### src/rtl/exc_pkg.sv
package exc_pkg;
  typedef enum logic [1:0] {
    EXC_NONE = 2'd0,
    EXC_TRAP = 2'd1,
    EXC_IRQ  = 2'd2
  } exc_kind_e;
endpackage

### src/rtl/exc_select.sv
module exc_select
  import exc_pkg::*;
#(
  parameter int XLEN     = 32,
  parameter int MASK_BIT = 7
) (
  input  logic [XLEN-1:0] status_i,
  input  logic            irq_req_i,
  input  logic            trap_req_i,
  output exc_kind_e       kind_o
);
  logic irq_ok;
  assign irq_ok = irq_req_i & ~status_i[MASK_BIT];

  // trap outranks interrupt
  always_comb begin
    if (trap_req_i)  kind_o = EXC_TRAP;
    else if (irq_ok) kind_o = EXC_IRQ;
    else             kind_o = EXC_NONE;
  end
endmodule

### src/rtl/exc_target_calc.sv
module exc_target_calc
  import exc_pkg::*;
#(
  parameter int XLEN      = 32,
  parameter int MODE_W    = 5,
  parameter int STATE_BIT = 5,
  parameter int MASK_BIT  = 7,
  parameter int MODE_IRQ  = 18,
  parameter int MODE_SVC  = 19,
  parameter int VEC_TRAP  = 8,
  parameter int VEC_IRQ   = 24,
  parameter int PREFETCH  = 4
) (
  input  exc_kind_e         kind_i,
  input  logic [XLEN-1:0]   status_i,
  input  logic [XLEN-1:0]   pc_i,
  output logic [MODE_W-1:0] mode_o,
  output logic [XLEN-1:0]   link_o,
  output logic [XLEN-1:0]   pc_o,
  output logic [XLEN-1:0]   status_o,
  output logic              mode_change_o
);
  localparam logic [XLEN-1:0]   WIDTH_NARROW = XLEN'(2);
  localparam logic [XLEN-1:0]   WIDTH_WIDE   = XLEN'(4);
  localparam logic [XLEN-1:0]   ADJ_IRQ      = XLEN'(PREFETCH);
  localparam logic [XLEN-1:0]   PC_TRAP      = XLEN'(VEC_TRAP + PREFETCH);
  localparam logic [XLEN-1:0]   PC_IRQ       = XLEN'(VEC_IRQ + PREFETCH);
  localparam logic [MODE_W-1:0] M_IRQ        = MODE_W'(MODE_IRQ);
  localparam logic [MODE_W-1:0] M_SVC        = MODE_W'(MODE_SVC);

  logic [XLEN-1:0] insn_w;
  logic [XLEN-1:0] base_ret;
  logic            is_irq;

  assign is_irq   = (kind_i == EXC_IRQ);
  assign insn_w   = status_i[STATE_BIT] ? WIDTH_NARROW : WIDTH_WIDE;
  assign base_ret = pc_i - insn_w;

  always_comb begin
    mode_o = is_irq ? M_IRQ : M_SVC;
    link_o = is_irq ? base_ret + ADJ_IRQ : base_ret;
    pc_o   = is_irq ? PC_IRQ : PC_TRAP;
    status_o = status_i;
    status_o[MODE_W-1:0] = mode_o;
    status_o[STATE_BIT]  = 1'b0;
    status_o[MASK_BIT]   = 1'b1;
  end

  assign mode_change_o = (mode_o != status_i[MODE_W-1:0]);
endmodule

### src/rtl/exc_entry_seq.sv
module exc_entry_seq
  import exc_pkg::*;
#(
  parameter int XLEN      = 32,
  parameter int MODE_W    = 5,
  parameter int STATE_BIT = 5,
  parameter int MASK_BIT  = 7,
  parameter int MODE_IRQ  = 18,
  parameter int MODE_SVC  = 19,
  parameter int VEC_TRAP  = 8,
  parameter int VEC_IRQ   = 24,
  parameter int PREFETCH  = 4
) (
  input  logic              clk_i,
  input  logic              rst_ni,
  input  logic [XLEN-1:0]   status_i,
  input  logic [XLEN-1:0]   pc_i,
  input  logic              irq_req_i,
  input  logic              trap_req_i,
  output logic [MODE_W-1:0] mode_o,
  output logic              bank_switch_o,
  output logic [XLEN-1:0]   saved_status_o,
  output logic [XLEN-1:0]   link_o,
  output logic [XLEN-1:0]   pc_o,
  output logic [XLEN-1:0]   status_o,
  output logic              done_o
);
  localparam logic [MODE_W-1:0] M_IRQ = MODE_W'(MODE_IRQ);
  localparam logic [MODE_W-1:0] M_SVC = MODE_W'(MODE_SVC);

  exc_kind_e         kind;
  logic              take;
  logic [MODE_W-1:0] nx_mode;
  logic [XLEN-1:0]   nx_link, nx_pc, nx_status;
  logic              nx_switch;

  exc_select #(.XLEN(XLEN), .MASK_BIT(MASK_BIT)) u_sel (
    .status_i  (status_i),
    .irq_req_i (irq_req_i),
    .trap_req_i(trap_req_i),
    .kind_o    (kind)
  );

  exc_target_calc #(
    .XLEN(XLEN), .MODE_W(MODE_W), .STATE_BIT(STATE_BIT), .MASK_BIT(MASK_BIT),
    .MODE_IRQ(MODE_IRQ), .MODE_SVC(MODE_SVC), .VEC_TRAP(VEC_TRAP),
    .VEC_IRQ(VEC_IRQ), .PREFETCH(PREFETCH)
  ) u_calc (
    .kind_i       (kind),
    .status_i     (status_i),
    .pc_i         (pc_i),
    .mode_o       (nx_mode),
    .link_o       (nx_link),
    .pc_o         (nx_pc),
    .status_o     (nx_status),
    .mode_change_o(nx_switch)
  );

  assign take = (kind != EXC_NONE);

  always_ff @(posedge clk_i or negedge rst_ni) begin
    if (!rst_ni) begin
      done_o        <= 1'b0;
      bank_switch_o <= 1'b0;
    end else begin
      done_o        <= take;
      bank_switch_o <= take & nx_switch;
    end
  end

  // data regs load only on accept
  always_ff @(posedge clk_i or negedge rst_ni) begin
    if (!rst_ni) begin
      mode_o         <= '0;
      saved_status_o <= '0;
      link_o         <= '0;
      pc_o           <= '0;
      status_o       <= '0;
    end else if (take) begin
      mode_o         <= nx_mode;
      saved_status_o <= status_i;
      link_o         <= nx_link;
      pc_o           <= nx_pc;
      status_o       <= nx_status;
    end
  end

  AST_MASKED_IRQ_IDLE: assert property (@(posedge clk_i) disable iff (!rst_ni)
    (irq_req_i && !trap_req_i && status_i[MASK_BIT]) |=> (!done_o && $stable(link_o)))
    else $error("masked irq accepted");
  AST_IRQ_MODE: assert property (@(posedge clk_i) disable iff (!rst_ni)
    (irq_req_i && !trap_req_i && !status_i[MASK_BIT]) |=> (done_o && mode_o == M_IRQ))
    else $error("irq mode wrong");
  AST_TRAP_WINS: assert property (@(posedge clk_i) disable iff (!rst_ni)
    trap_req_i |=> (done_o && mode_o == M_SVC && pc_o == XLEN'(VEC_TRAP + PREFETCH)))
    else $error("trap not prioritized");
  AST_SAVED_STATUS: assert property (@(posedge clk_i) disable iff (!rst_ni)
    (trap_req_i || (irq_req_i && !status_i[MASK_BIT])) |=> (saved_status_o == $past(status_i)))
    else $error("saved status mismatch");
  AST_STATUS_FORCED: assert property (@(posedge clk_i) disable iff (!rst_ni)
    done_o |-> (status_o[MASK_BIT] && !status_o[STATE_BIT] && status_o[MODE_W-1:0] == mode_o))
    else $error("status not forced");
  AST_SWITCH_WITH_DONE: assert property (@(posedge clk_i) disable iff (!rst_ni)
    bank_switch_o |-> done_o)
    else $error("switch without done");
  AST_NO_SPURIOUS_DONE: assert property (@(posedge clk_i) disable iff (!rst_ni)
    (!trap_req_i && !(irq_req_i && !status_i[MASK_BIT])) |=> !done_o)
    else $error("spurious done");
endmodule

### config.mk
export PLATFORM = sky130hd
export DESIGN_NAME = exc_entry_seq
export DESIGN_NICKNAME = d
export VERILOG_FILES = /design/src/rtl/exc_pkg.sv /design/src/rtl/exc_select.sv /design/src/rtl/exc_target_calc.sv /design/src/rtl/exc_entry_seq.sv
export SDC_FILE = /design/constraint.sdc
export NUM_CORES = 1
export LEC_CHECK = 0
export BUFFER_PORTS_ARGS = -buffer_cell sky130_fd_sc_hd__buf_4
export CORE_ASPECT_RATIO = 0.9
export CORE_UTILIZATION = 50
export DETAILED_ROUTE_END_ITERATION = 16
export PLACE_DENSITY = 0.89
export RECOVER_POWER = 25
export SETUP_SLACK_MARGIN = 0.3
export SKIP_LAST_GASP = 1
export SLEW_MARGIN = 20
export SYNTH_ARGS = -nofsm -noshare
export SYNTH_HDL_FRONTEND = slang
export SYNTH_SLANG_ARGS = --single-unit
export TNS_END_PERCENT = 20
### constraint.sdc
create_clock -name clk_i -period 1.3 [get_ports clk_i]
set_input_delay 0.13 -clock clk_i [delete_from_list [all_inputs] [get_ports clk_i]]
set_output_delay 0.13 -clock clk_i [all_outputs]
set_load 0.05 [all_outputs]
==> impl_results.md, run 1 <==
- Core area: ~8700 um2
- EDFF count, synth: 0
- HP Class: in2reg
- Clock Tree Buf Depth: 2
- Num rows: 32
- Status: finished with violations
- Peak VDD IR: 712 uV
- CTS root buf: clkbuf_8
- Yosys top cell by area: dfrtp_1
- Post-Synth Adder-Cell Area: 0.0125
- Netlist cell types: 67
- First-pass GRT wire length: 27200 um
- Setup TNS Final: -41.08 ns
- Mux share of post-synthesis cell area: 0.0204
- Yosys synthesis warning count: 0
- FFs w/ async S/R, synth: 1.00
- CTS clk-pin slew, worst paths: 0.08 ns
- Routed wire length: 23900 um
- WHS Endpoint: saved_status_o[22]$_DFFE_PN0P_
- Initial antenna violation count: 0
- Synth Flop Type: dfrtp_1
- Syn Inst Count: 539
- R2r startpoint: link_o[2]$_DFFE_PN0P_
- Via count: 5949
- CTS Buf Count: 9
- Commonest non-fill, non-tap cells in the layout: buf_4 (269), nand2_1 (121), dfrtp_1 (68)
- Post-Syn Area: 4600 um2
- Area growth from synthesis to layout: 68.5%
- Most common cell after layout, fill and taps aside: buf_4
- Vias in the first global route: about 5200
- Die width: 103 um
- Setup ws final: -1.91 ns
- Tmin final: 3.21 ns
- Initial core utilization: 0.527
- GPL Wtd Cong: 0.939
- Fmax: 0.312 GHz
- Hold_ws: 0.00405 ns
- HPWL after DPL: ~11000 um
- Vias/cell: 6.34
- Mean Syn Cell Area: 8.53 um2
- Sequential fraction of the synthesis area: 0.375
- Post-synthesis xor/xnor area fraction: 0.0873
- CTS H-tree depth: 3
- Period Utilization, post-route: 2.47
- Arr. time, crit path: approximately 3.5 ns
- Unrepaired setup endpoints after global routing: yes
- Worst Setup End Kind: flop
- Lkg Pwr: 3.66 nW
- CTS tree: done
- Routed length per placed instance: 25.4 um
- Layout cells sized above 1: 0.506
- Post-route ant nets: 0
- Chip Height: 93.0 um
- Max Slew Vio Count: 0
- Cell depth of the worst flop-to-flop path: 3
- Worst setup startpoint: pc_i[1]
- Compound-gate portion of the synthesized area: 0.108
- CP Class: in2reg
- CP Data Required Time: between 1.5 and 2 ns
- Final setup fails: 30
- Yosys reg bits: 69
- DRT iter0 DRCs: 805
- 1st-pass router iterations: 7
- Post-Synth Simple-Gate Area: 0.259
- Die area: between 9000 and 10000 um2
- Largest net degree at the start of global routing: 70
- DRC viols: 0
- Largest family of logic cells by synthesized area: simple AND/OR/NAND/NOR gates
- Max_slew headroom: 0.411
- Failing checks: setup timing
- Synth top area share: 0.375
- Slew at the pin closest to its max-slew limit: 0.884 ns
- N_diodes: 0
- Setup Skew: 0 ns
- Final Hold Viols: 0
- I/O Buffers: 168
- Worst R2R End: link_o[2]$_DFFE_PN0P_
- Pwr/cell area: 1060 nW/um2
- GRT Residual Overflow: 0
- Hold Path Stages: 3
- Register-to-register setup slack: 0.27 ns
- Worst-Skew Late Latency: 0.35 ns
- Setup crit start kind: input port
- Gr usage total: 0.374
- Hold_sp: status_i[22]
- Clock Sink Count: a little under 70
- Max cap viols: 0
- # IOs: approximately 200
- Fillers: 312
- Nets: 887
- Max FO, Critical Path: 5
- Leading post-synthesis cells by cell area: dfrtp_1 (38%), buf_4 (11%), nand2_1 (10%), xnor2_1 (5.9%), nor2_1 (2.8%)
## cell families (layout without fill, tap and decap cells)
logic type / Yosys count / in the layout
AOI/OAI and AO/OA: 71 / 71
xor gates and xnor gates: 45 / 45
adders and majority gates: 4 / 4
muxes: 9 / 9
DFF: 69 / 69
and+or+nand+nor: 245 / 245
other: 1 / 34
buffers and inverters: 95 / 343
## synthesized netlist by cell type, types with 4 or more instances
library cell    n
nor2_1         34
xor2_1         13
inv_1           4
or4_1           4
buf_4          66
mux2i_1         6
clkbuf_1       18
o21ai_0        19
nor4_1          8
a31oi_1         4
a21oi_1        17
nand2_1       128
or3_1           7
nand3_1         7
and3_1          4
dfrtp_1        69
xnor2_1        31
nor3_1         21
## sequential cells by signal (all words and copies together), names as in the netlist
| register | flops |
|---|---|
| link_o | 32 |
| saved_status_o | 32 |
| mode_o | 2 |
| bank_switch_o | 1 |
| done_o | 1 |
| pc_o | 1 |
## cell type report
| type | count | area (um2) | share of cell area |
|---|---|---|---|
| multi-input cells | 408 | 2890 | 0.372 |
| repair buffers | 323 | 2720 | 0.351 |
| clock inverters | 6 | 111 | 0.0144 |
| well taps | 119 | 149 | 0.0192 |
| inverters | 4 | 31.3 | 0.00404 |
| clock buffers | 10 | 128 | 0.0165 |
| flip-flops and latches | 69 | 1730 | 0.223 |
## metrics by stage
stage / setup slack, ns / total power, mW / util / area (um2) / cells
floorplan: -1.90 / 4.47 / - / 4810 / 572
global placement: -1.81 / 5.32 / 0.736 / 6430 / 873
detailed placement: -1.95 / 5.38 / 0.736 / 6430 / 873
CTS: -1.45 / 7.59 / 0.823 / 7180 / 916
global route: -1.88 / 8.40 / 0.888 / 7750 / 939
finish: -1.91 / 8.22 / 0.888 / 7750 / 939
## worst max-delay path, cell delays in order
cell	delay, ns
buf_12	0.11
inv_12	0.04
ha_4	0.12
inv_2	0.03
fa_2	0.35
or4_4	0.45
buf_6	0.15
or3_1	0.32
a21o_2	0.23
mux2i_4	0.22
buf_4	0.19
a21boi_1	0.57
nand2_1	0.23
a31oi_1	0.21
nor2_1	0.08
## worst max-delay path by stage
| stage | to |
|---|---|
| 2_1_floorplan | link_o[17]$_DFFE_PN0P_ |
| 3_3_place_gp | link_o[17]$_DFFE_PN0P_ |
| 3_5_place_dp | link_o[23]$_DFFE_PN0P_ |
| 4_1_cts | link_o[30]$_DFFE_PN0P_ |
| 5_1_grt | link_o[21]$_DFFE_PN0P_ |
| 6_report | link_o[21]$_DFFE_PN0P_ |
## per-layer routing
metal	track usage	vias to the layer above	wire length [um]
met5	0	-	75
met1	0.423	2769	7910
met4	0.210	2	1950
li1	-	2290	-
met3	0.117	206	3540
met2	0.622	682	10400
## power by group
group	internal, mW	switching [mW]	total [mW]
Sequential	2.36	0.203	2.56
Clock	1.28	0.945	2.22
Combinational	1.11	2.33	3.44
## timing repair
action,CTS,global route
setup buffers,6,17
gates cloned,0,6
endpoints found under the hold margin,89,0
endpoints found under the setup margin,163,167
hold buffers,21,0
pin swaps,39,43
gates resized for setup,61,67
(Power assumes the default switching activity.)
==> run 2: changes to the inputs <==
--- a/config.mk
+++ b/config.mk
@@ -5,11 +5,11 @@
 export SDC_FILE = /design/constraint.sdc
 export NUM_CORES = 1
 export LEC_CHECK = 0
-export BUFFER_PORTS_ARGS = -buffer_cell sky130_fd_sc_hd__buf_4
+export BUFFER_PORTS_ARGS = -buffer_cell sky130_fd_sc_hd__buf_2
 export CORE_ASPECT_RATIO = 0.9
-export CORE_UTILIZATION = 50
+export CORE_UTILIZATION = 30
 export DETAILED_ROUTE_END_ITERATION = 16
-export PLACE_DENSITY = 0.89
+export PLACE_DENSITY = 0.6
 export RECOVER_POWER = 25
 export SETUP_SLACK_MARGIN = 0.3
 export SKIP_LAST_GASP = 1
==> constraint.sdc (replaced) <==
create_clock -name clk_i -period 4.1 [get_ports clk_i]
set_input_delay 0.41 -clock clk_i [delete_from_list [all_inputs] [get_ports clk_i]]
set_output_delay 0.41 -clock clk_i [all_outputs]
set_load 0.05 [all_outputs]
==> run 2 against run 1 <==
  * The flow finishes with violations (capacitance limit, slew limit)
  * Register-to-register slack better by 2.9 ns
  * Worst hold slack improved by 0.28 ns
  * Setup slack better by 2.5 ns
  * Non-clock buffer count decreased by 144
  * Final cell count shrank 6.9%
  * Flip-flop and latch count stayed put
  * Largest cell class unchanged
  * Largest power group is now registers
  * Highest routed layer is now met4
==> impl_results.md, run 2 (synthesis results as in run 1) <==
- Vias in the first global route: 3688 (was 5222)
- CP most frequent cell: or4_1
- Final setup fails: 0 (was 30)
- First-pass GRT wire length: 19700 um (was 27200 um)
- Gr usage total: 0.159 (was 0.374)
- Num rows: 42 (was 32)
- Routed wire length: 12200 um (was 23900 um)
- Hold_ws: 0.280 ns (was 0.00405 ns)
- DRT iter0 DRCs: 255 (was 805)
- Hold Path Stages: 3 (unchanged)
- Unrepaired setup endpoints after global routing: no (was yes)
- Clock Sink Count: 69 (unchanged)
- CP max stage delay: 0.59 ns (was 0.57 ns)
- Peak VDD IR: 184 uV (was 712 uV)
- CTS root buf: clkbuf_16 (was clkbuf_8)
- Critical Path, Cell by Cell: buf_2 > ha_1 > inv_1 > fa_1 > or4_1 > o2111a_1 > or3_1 > or4_1 > o21ba_2 > mux2i_1 > xnor2_1 > o21ai_1 (was buf_12 > inv_12 > ha_4 > inv_2 > fa_2 > or4_4 > buf_6 > or3_1 > a21o_2 > mux2i_4 > buf_4 > a21boi_1 > nand2_1 > a31oi_1 > nor2_1)
- Max FO, Critical Path: 8 (was 5)
- Cell family with most CP delay: simple AND/OR/NAND/NOR gates (unchanged)
- Pre-CTS WS: 0.288 ns (was -1.95 ns)
- 1st-pass router iterations: 4 (was 7)
- Nets: 743 (was 887)
- Post-CTS Setup Bufs: 0 (was 6)
- CP Data Required Time: 4.28 ns (was 1.54 ns)
- Die width: 133 um (was 103 um)
- CP Buf/Inv Count: 2 (was 5)
- Max Slew Vio Count: 70 (was 0)
- Initial core utilization: 0.310 (was 0.527)
- CTS Buf Count: 9 (unchanged)
- Lkg Pwr: 2.60 nW (was 3.66 nW)
- WHS Endpoint: saved_status_o[30]$_DFFE_PN0P_ (was saved_status_o[22]$_DFFE_PN0P_)
- Cell depth of the worst flop-to-flop path: 1 (was 3)
- Register-to-register setup slack: 3.20 ns (was 0.27 ns)
- Most common cell after layout, fill and taps aside: buf_2 (was buf_4)
- CTS clk-pin slew, worst paths: 0.06 ns (was 0.08 ns)
- Worst Setup End Kind: flop (unchanged)
- Post-route ant nets: 0 (unchanged)
- Setup Skew: 0 ns (unchanged)
- CP Class: in2reg (unchanged)
- Cts repair resizes: 0 (was 61)
- Layout cells sized above 1: 0.324 (was 0.506)
- Pwr/cell area: 403 nW/um2 (was 1060 nW/um2)
- Slew at the pin closest to its max-slew limit: 1.72 ns (was 0.884 ns)
- Fmax: roughly 0.29 GHz
- GRT Residual Overflow: 0 (unchanged)
- Die area: 15800 um2 (was 9590 um2)
- CTS tree: done (unchanged)
- Area growth from synthesis to layout: 20.7% (was 68.5%)
- Largest net degree at the start of global routing: 70 (unchanged)
- Status: finished with violations (unchanged)
- Chip Height: 119 um (was 93.0 um)
- Vias/cell: 4.51 (was 6.34)
- Worst-Skew Late Latency: 0.32 ns (was 0.35 ns)
- CTS Hold Bufs: 0 (was 21)
- Commonest non-fill, non-tap cells in the layout: buf_2 (166), nand2_1 (128), dfrtp_1 (69) (was buf_4 (269), nand2_1 (121), dfrtp_1 (68))
- Core Util, Final: 0.375 (was 0.888)
- CTS H-tree depth: 3 (unchanged)
- Setup crit start kind: input port (unchanged)
- Final Hold Viols: 0 (unchanged)
- Failing checks: capacitance limit, slew limit (was setup timing)
- Clock Tree Buf Depth: 2 (unchanged)
- Period Utilization, post-route: 0.854
- Hold_sp: status_i[30] (was status_i[22])
- CP Depth: 12 (was 15)
- GPL Wtd Cong: 0.789 (was 0.939)
- Setup ws final: 0.597 ns (was -1.91 ns)
- HPWL after DPL: 9470 um (was 10700 um)
- Routed length per placed instance: 14.0 um (was 25.4 um)
- Via count: 3939 (was 5949)
- Biggest regs: link_o: 32 flops, saved_status_o: 32 flops, mode_o: 2 flops (unchanged)
- Initial antenna violation count: 0 (unchanged)
- Slowest stage cell on the critical path: or4_1 (was a21boi_1)
- Worst R2R End: mode_o[1]$_DFFE_PN0P_ (was link_o[2]$_DFFE_PN0P_)
- HP Class: in2reg (unchanged)
- Max_slew headroom: -0.146 (was 0.411)
- I/O Buffers: 168 (unchanged)
- Core area: 14800 um2 (was 8730 um2)
- Tmin final: ~3.5 ns
- N_diodes: 0 (unchanged)
- Arr. time, crit path: 3.68 ns (was 3.45 ns)
- R2r startpoint: mode_o[1]$_DFFE_PN0P_ (was link_o[2]$_DFFE_PN0P_)
- # IOs: 203 (unchanged)
- Setup TNS Final: 0 ns (was -41.08 ns)
- DRC viols: 0 (unchanged)
- Max cap viols: 1 (was 0)
==> run 2: through the flow <==
step           power [mW]  cell area [um2]  std cells
6_report             2.24             5550        874
5_1_grt              2.35             5550        874
4_1_cts              2.27             5560        874
3_5_place_dp         1.56             5290        858
3_3_place_gp         1.56             5290        858
2_1_floorplan        1.41             4720        572
==> run 2: cell type report <==
class                           instances  area [um2]
Clock buffer                           12         246
Clock inverter                          4        23.8
Fill cell                            1587        9270
Inverter                                4        15.0
Multi-Input combinational cell        408        2370
Sequential cell                        69        1730
Tap cell                              198         248
Timing Repair Buffer                  179         918
==> run 2: per-layer routing <==
| metal | part of all wire | up-vias | GRT usage |
|---|---|---|---|
| met5 | 0 | - | 0 |
| met1 | 0.47 | 1769 | 0.211 |
| met2 | 0.45 | 163 | 0.248 |
| met4 | 0.010 | 0 | 0.0474 |
| li1 | - | 1996 | - |
| met3 | 0.076 | 11 | 0.0460 |
==> run 2: worst max-delay path by stage <==
stage	startpoint	to	slack, ns
6_report	status_i[5]	link_o[17]$_DFFE_PN0P_	0.60
3_5_place_dp	status_i[5]	link_o[28]$_DFFE_PN0P_	0.29
4_1_cts	status_i[5]	link_o[28]$_DFFE_PN0P_	0.62
3_3_place_gp	pc_i[1]	link_o[29]$_DFFE_PN0P_	0.33
2_1_floorplan	pc_i[1]	link_o[17]$_DFFE_PN0P_	0.48
5_1_grt	status_i[5]	link_o[28]$_DFFE_PN0P_	0.36
==> run 2: power breakdown <==
part	switching (mW)	total [mW]	leakage [nW]	internal, mW
clock	0.274	0.697	0.136	0.424
combinational	0.592	0.752	1.65	0.160
sequential	0.0396	0.789	0.815	0.749
==> run 3: changes to the inputs <==
==> constraint.sdc (replaced) <==
create_clock -name clk_i -period 4.1 [get_ports clk_i]
set_input_delay 0 -clock clk_i [delete_from_list [all_inputs] [get_ports clk_i]]
set_output_delay 0 -clock clk_i [all_outputs]
set_load 0.05 [all_outputs]
==> run 3 against run 2 <==
  * The flow now finishes without violations
  * Highest routed layer unchanged
  * Critical path depth unchanged
  * Non-clock buffer count is 28 higher
  * Via count is 5.7% higher
  * Clock skew did not move
  * Setup slack better by 0.19 ns
  * Critical endpoint unchanged
  * Register-to-register slack about the same
  * Cell area rose by 4.7%
  * Sequential share of layout area down 1.4 points
  * Core utilization up 1.7 points
==> impl_results.md, run 3 (synthesis results as in run 1) <==
- Status: finished clean (was finished with violations)
- Routed wire length: 12900 um (was 12200 um)
- CTS Hold Bufs: 34 (was 0)
- Gr usage total: 0.164 (was 0.159)
- Setup crit start kind: input port (unchanged)
- Chip Height: 119 um (unchanged)
- Placed Cells: 852 (was 858)
- DRT iter0 DRCs: 276 (was 255)
- HPWL after DPL: 9470 um (about the same)
- Core area: 14800 um2 (unchanged)
- First-pass GRT wire length: 20300 um (was 19700 um)
- Clock Sink Count: 69 (unchanged)
- Cts repair resizes: 0 (unchanged)
- Unrepaired setup endpoints after global routing: no (unchanged)
- Tmin final: 3.31 ns (was 3.50 ns)
- Arr. time, crit path: 3.50 ns (was 3.68 ns)
- Layout cells sized above 1: 0.221 (was 0.324)
- Hold_ws: 0.0219 ns (was 0.280 ns)
- I/O Buffers: 168 (unchanged)
- FF/Latch Area: 1730 um2 (unchanged)
- Setup TNS Final: 0 ns (unchanged)
- Num rows: 42 (unchanged)
- Post-route cell area: 5810 um2 (was 5550 um2)
- Via count: 4165 (was 3939)
- Multi-input gate area: 2370 um2 (unchanged)
- Peak VDD IR: 182 uV (was 184 uV)
- Max FO, Critical Path: 8 (unchanged)
- HP Class: in2reg (unchanged)
- Worst-Skew Late Latency: 0.32 ns (about the same)
- CP Class: in2reg (unchanged)
- Final Hold Viols: 0 (unchanged)
- CP Data Required Time: 4.29 ns (was 4.28 ns)
- Fillers: 1561 (was 1587)
- DRC viols: 0 (unchanged)
- # IOs: 203 (unchanged)
- Most common cell after layout, fill and taps aside: nand2_1 (was buf_2)
- CTS Buf Count: 9 (unchanged)
- GPL Wtd Cong: 0.871 (was 0.789)
- Placed Area: 5250 um2 (was 5290 um2)
- Worst Setup End Kind: flop (unchanged)
- Setup Skew: 0 ns (unchanged)
- Lkg Pwr: 2.57 nW (was 2.60 nW)
- Largest net degree at the start of global routing: 70 (unchanged)
- Slew at the pin closest to its max-slew limit: 0.878 ns (was 1.72 ns)
- Routed length per placed instance: 14.4 um (was 14.0 um)
- Vias in the first global route: 3794 (was 3688)
- Period Utilization, post-route: 0.808 (was 0.854)
- Post-route ant nets: 0 (unchanged)
- Post-Layout Cell Count: 900 (was 874)
- CTS tree: done (unchanged)
- CTS clk-pin slew, worst paths: 0.05 ns (was 0.06 ns)
- Final setup fails: 0 (unchanged)
- 1st-pass router iterations: 5 (was 4)
- Die area: 15800 um2 (unchanged)
- Fmax: 0.302 GHz (was 0.286 GHz)
- Area growth from synthesis to layout: 26.4% (was 20.7%)
- Max cap viols: 0 (was 1)
- Initial antenna violation count: 0 (unchanged)
- Max_slew headroom: 0.414 (was -0.146)
- Commonest non-fill, non-tap cells in the layout: nand2_1 (128), buf_2 (108), dfrtp_1 (69) (was buf_2 (166), nand2_1 (128), dfrtp_1 (69))
- Vias/cell: 4.63 (was 4.51)
- Die width: 133 um (unchanged)
- Nets: 771 (was 743)
- Pwr/cell area: 402 nW/um2 (was 403 nW/um2)
- Clock Tree Buf Depth: 2 (unchanged)
- GRT Residual Overflow: 0 (unchanged)
- CTS H-tree depth: 3 (unchanged)
- N_diodes: 0 (unchanged)
- Post-CTS Setup Bufs: 0 (unchanged)
- Max Slew Vio Count: 0 (was 70)
- Initial core utilization: 0.310 (unchanged)
- CTS root buf: clkbuf_16 (unchanged)
- Biggest regs: link_o: 32 flops, saved_status_o: 32 flops, mode_o: 2 flops (unchanged)
## run 3: critical path: stages
cell,delay (ns)
buf_2,0.13
ha_1,0.18
inv_1,0.06
fa_1,0.49
or4_1,0.60
o2111a_1,0.32
or3_1,0.43
or4_1,0.55
o21ba_2,0.30
mux2i_1,0.22
xnor2_1,0.15
o21ai_1,0.07
## run 3: report_power, final
group          switching (mW)  internal [mW]  total, mW
sequential             0.0415          0.750      0.791
clock                   0.264          0.513      0.777
combinational           0.602          0.164      0.766
## run 3: area by class of cell
cell class                      instances  area share
Inverter                                4     0.00258
Sequential cell                        69       0.297
Clock inverter                          1     0.00517
Multi-Input combinational cell        408       0.409
Tap cell                              198      0.0426
Timing Repair Buffer                  207       0.197
Clock buffer                           13      0.0465
## run 3: worst paths after layout
path	startpoint	endpoint	slack (ns)	cells past startpoint
worst min register to register	saved_status_o[5]$_DFFE_PN0P_	saved_status_o[5]$_DFFE_PN0P_	0.46	2
worst min-delay path	pc_i[1]	link_o[1]$_DFFE_PN0P_	0.02	4
worst max-delay path	status_i[5]	link_o[17]$_DFFE_PN0P_	0.79	12
worst max register to register	mode_o[1]$_DFFE_PN0P_	mode_o[1]$_DFFE_PN0P_	3.21	1
max in group asynchronous	rst_ni	link_o[19]$_DFFE_PN0P_	3.17	2
min in group asynchronous	rst_ni	saved_status_o[5]$_DFFE_PN0P_	0.34	2
## run 3: metal layers
layer / up-vias / routed length, um / global-route usage
met5: - / 0 / 0
met4: 0 / 172 / 0.0603
met3: 13 / 1070 / 0.0490
met2: 178 / 5820 / 0.263
met1: 1924 / 5870 / 0.208
li1: 2050 / - / -
## run 3: per-stage QoR
step | setup slack (ns) | total power [mW] | utilization
CTS | 0.825 | 2.37 | 0.397
global placement | 0.515 | 1.55 | 0.354
finish | 0.786 | 2.33 | 0.392
floorplan | 0.891 | 1.41 | -
global route | 0.567 | 2.44 | 0.392
detailed placement | 0.488 | 1.56 | 0.354
